File: src/rtl/fmul_sr_pkg.sv
package fmul_sr_pkg;

  typedef enum logic [2:0] {
    CLS_ZERO = 3'd0,
    CLS_SUB  = 3'd1,
    CLS_NORM = 3'd2,
    CLS_INF  = 3'd3,
    CLS_QNAN = 3'd4,
    CLS_SNAN = 3'd5
  } opclass_e;

  function automatic logic cls_is_nan(opclass_e c);
    return (c == CLS_QNAN) || (c == CLS_SNAN);
  endfunction

  function automatic logic cls_is_finite_nonzero(opclass_e c);
    return (c == CLS_SUB) || (c == CLS_NORM);
  endfunction

endpackage

File: src/rtl/fmul_opclass.sv
module fmul_opclass
  import fmul_sr_pkg::*;
#(
  parameter int EXP_W = 11,
  parameter int MAN_W = 52
) (
  input  logic [EXP_W+MAN_W:0] op,
  output opclass_e             cls
);
  localparam int W = 1 + EXP_W + MAN_W;

  logic [EXP_W-1:0] exp_f;
  logic [MAN_W-1:0] man_f;
  logic             exp_ones, exp_zero, man_zero;

  assign exp_f    = op[W-2 -: EXP_W];
  assign man_f    = op[MAN_W-1:0];
  assign exp_ones = &exp_f;
  assign exp_zero = ~|exp_f;
  assign man_zero = ~|man_f;

  always_comb begin
    if (exp_ones) begin
      if (man_zero)             cls = CLS_INF;
      else if (man_f[MAN_W-1])  cls = CLS_QNAN;
      else                      cls = CLS_SNAN;
    end else if (exp_zero) begin
      cls = man_zero ? CLS_ZERO : CLS_SUB;
    end else begin
      cls = CLS_NORM;
    end
  end
endmodule

File: src/rtl/fmul_special_decide.sv
module fmul_special_decide
  import fmul_sr_pkg::*;
#(
  parameter int EXP_W = 11,
  parameter int MAN_W = 52
) (
  input  logic [EXP_W+MAN_W:0] op_a,
  input  logic [EXP_W+MAN_W:0] op_b,
  input  opclass_e             cls_a,
  input  opclass_e             cls_b,
  input  logic                 trap_en,
  output logic [EXP_W+MAN_W:0] result,
  output logic                 sign,
  output logic                 bypass,
  output logic                 set_invalid,
  output logic                 trap
);
  localparam int W = 1 + EXP_W + MAN_W;
  localparam logic [W-1:0] QUIET_BIT = W'(1) << (MAN_W - 1);
  localparam logic [W-1:0] DEF_QNAN  = {1'b0, {EXP_W{1'b1}}, 1'b1, {(MAN_W-1){1'b0}}};

  logic [W-1:0] quiet_a, quiet_b, signed_inf, signed_zero, raw_res;
  logic         invalid;

  assign sign        = op_a[W-1] ^ op_b[W-1];
  assign quiet_a     = op_a | QUIET_BIT;
  assign quiet_b     = op_b | QUIET_BIT;
  assign signed_inf  = {sign, {EXP_W{1'b1}}, {MAN_W{1'b0}}};
  assign signed_zero = {sign, {(W-1){1'b0}}};

  always_comb begin
    raw_res = '0;
    bypass  = 1'b0;
    invalid = 1'b0;
    if (cls_is_nan(cls_a)) begin
      bypass = 1'b1;
      if (cls_a == CLS_SNAN) begin
        invalid = 1'b1;
        raw_res = quiet_a;
      end else if (cls_b == CLS_SNAN) begin
        invalid = 1'b1;
        raw_res = quiet_b;
      end else begin
        raw_res = op_a;
      end
    end else if (cls_a == CLS_INF) begin
      bypass = 1'b1;
      if (cls_is_nan(cls_b)) begin
        invalid = (cls_b == CLS_SNAN);
        raw_res = quiet_b;
      end else if (cls_b == CLS_ZERO) begin
        invalid = 1'b1;
        raw_res = DEF_QNAN;
      end else begin
        raw_res = signed_inf;
      end
    end else if (cls_is_nan(cls_b)) begin
      bypass  = 1'b1;
      invalid = (cls_b == CLS_SNAN);
      raw_res = quiet_b;
    end else if (cls_b == CLS_INF) begin
      bypass = 1'b1;
      if (cls_a == CLS_ZERO) begin
        invalid = 1'b1;
        raw_res = DEF_QNAN;
      end else begin
        raw_res = signed_inf;
      end
    end else if ((cls_a == CLS_ZERO) || (cls_b == CLS_ZERO)) begin
      bypass  = 1'b1;
      raw_res = signed_zero;
    end
  end

  always_comb begin
    trap        = invalid & trap_en;
    set_invalid = invalid & ~trap_en;
    result      = trap ? '0 : raw_res;
  end
endmodule

File: src/rtl/fmul_stage_reg.sv
module fmul_stage_reg #(
  parameter int PW = 68
) (
  input  logic          clk,
  input  logic          rst,
  input  logic          up_valid,
  output logic          up_ready,
  input  logic [PW-1:0] up_data,
  output logic          dn_valid,
  input  logic          dn_ready,
  output logic [PW-1:0] dn_data
);
  logic          vld_q;
  logic [PW-1:0] data_q;

  assign up_ready = ~vld_q | dn_ready;
  assign dn_valid = vld_q;
  assign dn_data  = data_q;

  always_ff @(posedge clk) begin
    if (rst) begin
      vld_q  <= 1'b0;
      data_q <= '0;
    end else if (up_ready) begin
      vld_q <= up_valid;
      if (up_valid) data_q <= up_data;
    end
  end
endmodule

File: src/rtl/fmul_special_resolve.sv
module fmul_special_resolve
  import fmul_sr_pkg::*;
#(
  parameter int EXP_W = 11,
  parameter int MAN_W = 52
) (
  input  logic                 clk,
  input  logic                 rst,
  input  logic                 in_valid,
  output logic                 in_ready,
  input  logic [EXP_W+MAN_W:0] in_op_a,
  input  logic [EXP_W+MAN_W:0] in_op_b,
  input  logic                 in_trap_en,
  output logic                 out_valid,
  input  logic                 out_ready,
  output logic [EXP_W+MAN_W:0] out_result,
  output logic                 out_sign,
  output logic                 out_bypass,
  output logic                 out_set_invalid,
  output logic                 out_trap
);
  localparam int W  = 1 + EXP_W + MAN_W;
  localparam int NF = 4;
  localparam int PW = W + NF;

  logic [1:0][W-1:0] ops;
  opclass_e          cls [2];

  assign ops[0] = in_op_a;
  assign ops[1] = in_op_b;

  for (genvar gi = 0; gi < 2; gi++) begin : g_cls
    fmul_opclass #(.EXP_W(EXP_W), .MAN_W(MAN_W)) u_cls (
      .op  (ops[gi]),
      .cls (cls[gi])
    );
  end

  logic [W-1:0] d_result;
  logic         d_sign, d_bypass, d_inv, d_trap;

  fmul_special_decide #(.EXP_W(EXP_W), .MAN_W(MAN_W)) u_dec (
    .op_a        (in_op_a),
    .op_b        (in_op_b),
    .cls_a       (cls[0]),
    .cls_b       (cls[1]),
    .trap_en     (in_trap_en),
    .result      (d_result),
    .sign        (d_sign),
    .bypass      (d_bypass),
    .set_invalid (d_inv),
    .trap        (d_trap)
  );

  logic [PW-1:0] pl_in, pl_out;
  assign pl_in = {d_result, d_sign, d_bypass, d_inv, d_trap};

  fmul_stage_reg #(.PW(PW)) u_stage (
    .clk      (clk),
    .rst      (rst),
    .up_valid (in_valid),
    .up_ready (in_ready),
    .up_data  (pl_in),
    .dn_valid (out_valid),
    .dn_ready (out_ready),
    .dn_data  (pl_out)
  );

  assign {out_result, out_sign, out_bypass, out_set_invalid, out_trap} = pl_out;
endmodule


File: config.mk
export PLATFORM = sky130hd
export DESIGN_NAME = fmul_special_resolve
export DESIGN_NICKNAME = d
export VERILOG_FILES = /design/src/rtl/fmul_sr_pkg.sv /design/src/rtl/fmul_opclass.sv /design/src/rtl/fmul_special_decide.sv /design/src/rtl/fmul_stage_reg.sv /design/src/rtl/fmul_special_resolve.sv
export SDC_FILE = /design/constraint.sdc
export NUM_CORES = 1
export LEC_CHECK = 0
export BUFFER_PORTS_ARGS = -buffer_cell sky130_fd_sc_hd__buf_2
export CORE_AREA = 2 2 88 90
export CTS_BUF_LIST = sky130_fd_sc_hd__clkbuf_16
export DETAILED_ROUTE_END_ITERATION = 10
export DIE_AREA = 0 0 90 92
export PLACE_DENSITY_LB_ADDON = 0.08
export SYNTH_ARGS = -nofsm -noshare
export SYNTH_HDL_FRONTEND = slang
export SYNTH_SLANG_ARGS = --single-unit
export TNS_END_PERCENT = 20
File: constraint.sdc
create_clock -name clk -period 4.4 [get_ports clk]
set_input_delay 0.22 -clock clk [delete_from_list [all_inputs] [get_ports clk]]
set_output_delay 0.22 -clock clk [all_outputs]
set_load 0.05 [all_outputs]
==> metrics.txt <==
Syn Std Cell Area 3350 um^2; DR vias/cell 5.61; Starting Density 45.0%; Post-Route WL 11100 um; Crit. End Element flop; post-synthesis cell type count 43; Hold Crit Depth 3; Die Y-Extent 92 um; final worst path period share 74.2%; CP arrival 3.42 ns; DRT antenna net count 0; hold path endpoint u_stage.dn_valid; Crit Reg-Reg Startpoint u_stage.dn_valid; TritonCTS clock tree done; RD Place Congestion 0.868; Setup Viol. Count Final 0; First-pass DRT Iterations 5; Hold Fails Final Rpt 0; Rows 32; Period minus WS final 3.27 ns; Worst Skew 0.00645 ns; fin. max-slew vios 0; syn_area_per_cell 8.76 um^2; critical path class in -> reg; largest net degree at the start of global routing 53; H-tree levels 3; Die ar. 8280 um^2; first-pass GRT wire length 17400 um; Max Fclk 306 MHz; CTS Buf Count 9; layout cell share with drive strength beyond 1 41.8%; Slew @ Worst Pin 1.11 ns; CP Data Required Time 4.56 ns; synth warn 0; status finished clean; DR DRC count 0; Ant. Diodes 0; clk_lat worst skew 0.32 ns; sum of negative setup slack 0 ns; setup repair bufs after CTS 0; Layout Utilization 61.7%; RR Endpoint u_stage.dn_data[55]; post-DP HPWL 8440 um; CP Max Fanout 52; initial antenna violation count 0; RSZ-0062 raised after global routing no; sequential share of the synthesized area 41.3%; GRT Total Usage 26.1%; vias in the first global route 3603; Port Buffer Count 202; WL/cell 16.3 um; post-cts resize count 0; CTS Hold Bufs 0; core footprint 7450 um^2; total gr overflow 0; Power Density 316 nW/um^2; clk buf depth 2; Worst-path clk slew 0.06 ns; Hold Path Class in -> reg; startpoint types input pin; Root Buffer clkbuf_16; cells after synthesis 382; reg2reg path depth 6; Layout Area Growth over Synthesis 37.1%; max-cap violation count 0; First DRT Iteration DRCs 141; Synth Net Count 515; DR vias 3802; Leakage 2.04 nW; Seq cells post-synth 69; Ports 203; # nets final 705; peak supply drop 0.173 mV; max_slew headroom 25.7%; clock sink count 69; min-delay src in_valid; Die X 90 um; Reg2Reg Setup Slack 2.31 ns
==> through the flow <==
stage	setup slack, ns	cell area [um^2]	cells	power [mW]	hold WS (ns)
after global routing	0.843	4590	678	1.49	0.160
after CTS	1.18	4590	678	1.46	0.147
after detailed placement	0.844	4310	663	0.784	0.427
after floorplan	1.96	3350	382	0.694	0.325
after global placement	1.06	4310	663	0.783	0.420
final	1.13	4590	678	1.45	0.158
==> cells in the final DEF, fill, tap and decap left out, drive strengths merged, types with 2 or more instances in the layout <==
cell type,instances
nand3,7
a22oi,53
o21ai,35
nor3,3
a211oi,2
o31ai,19
nand4,9
dfxtp,69
a21oi,5
or3,2
and2,4
nand2,79
nor2,10
nand3b,2
a311oi,2
nor4,34
o211a,2
inv,3
nor2b,2
clkbuf,9
nand2b,2
clkinv,4
and3,2
buf,206
==> state kept, by name, summed over array words and instances, names as in the netlist <==
name / flops
u_stage.dn_data: 68
u_stage.dn_valid: 1
==> layer usage <==
metal	part of all wire (%)	GRT usage, %
met5	0	0
met4	1.2	9.36
met3	6.0	4.68
met2	52	45.7
met1	41	32.2
==> synth_stat cells <==
master | number | area share [%]
nand3b_1 | 2 | 0.45
a31o_1 | 1 | 0.26
a2111o_1 | 1 | 0.34
or3_4 | 1 | 0.34
nand2_1 | 79 | 8.9
a21o_1 | 1 | 0.22
clkbuf_2 | 3 | 0.45
o31ai_1 | 4 | 0.90
nand3_1 | 7 | 1.0
a22oi_1 | 53 | 12
o21ai_1 | 34 | 5.1
or4_4 | 1 | 0.34
nor3_1 | 3 | 0.45
buf_12 | 4 | 2.4
o41ai_1 | 1 | 0.26
a21oi_1 | 5 | 0.75
nor2_1 | 10 | 1.1
and2_4 | 1 | 0.26
buf_6 | 5 | 1.7
nand2b_1 | 2 | 0.37
and2_1 | 3 | 0.56
and3_1 | 2 | 0.37
o31ai_2 | 15 | 5.6
dfxtp_1 | 69 | 41
and4_1 | 1 | 0.26
inv_1 | 2 | 0.22
nor4_1 | 33 | 6.2
a211oi_1 | 2 | 0.45
a311oi_4 | 1 | 0.78
buf_4 | 1 | 0.22
buf_2 | 3 | 0.45
o311a_1 | 1 | 0.30
or3_1 | 1 | 0.19
nor4_4 | 1 | 0.64
o211a_1 | 2 | 0.60
clkbuf_1 | 11 | 1.2
o2111ai_1 | 1 | 0.26
a311oi_1 | 1 | 0.26
a41oi_1 | 1 | 0.26
nand4_1 | 9 | 1.7
o21ai_0 | 1 | 0.15
nor2b_1 | 2 | 0.37
nand4b_1 | 1 | 0.26
==> where the power goes <==
part	internal, mW	switching [mW]
clock	0.430	0.247
sequential	0.628	0.00122
combinational	0.0546	0.0886
==> worst max-delay path: stages <==
cell	delay, ns
buf_2	0.11
nor4_1	0.42
nand4_1	0.26
nor4_1	0.68
nor2_1	0.25
a211oi_1	0.35
a21o_2	0.93
o21ai_1	0.18
==> cell type report <==
| type | instances | area, um^2 |
|---|---|---|
| Multi-Input combinational cell | 284 | 1750 |
| Timing Repair Buffer | 206 | 1040 |
| Sequential cell | 69 | 1380 |
| Fill cell | 722 | 2860 |
| Clock buffer | 9 | 225 |
| Clock inverter | 6 | 56.3 |
| Tap cell | 102 | 128 |
| Inverter | 2 | 7.51 |
==> cell families after synthesis <==
logic type / Yosys count / synth area share [%]
AND/OR/NAND/NOR: 159 / 23.7
AO/OA/AOI/OAI: 125 / 28.4
buffers and inverters: 29 / 6.65
flip-flops: 69 / 41.3
==> worst max path at each step <==
stage / startpoint / end / slack [ns] / cells past startpoint
floorplan: u_stage.dn_valid / u_stage.dn_data[4] / 1.96 / 7
CTS: in_op_a[20] / u_stage.dn_data[46] / 1.18 / 8
detailed placement: in_op_a[20] / u_stage.dn_data[46] / 0.84 / 8
global route: in_op_a[20] / u_stage.dn_data[45] / 0.84 / 8
global placement: in_op_a[20] / u_stage.dn_data[38] / 1.06 / 8
finish: in_op_a[0] / u_stage.dn_data[46] / 1.13 / 8
(Power assumes the default switching activity.)
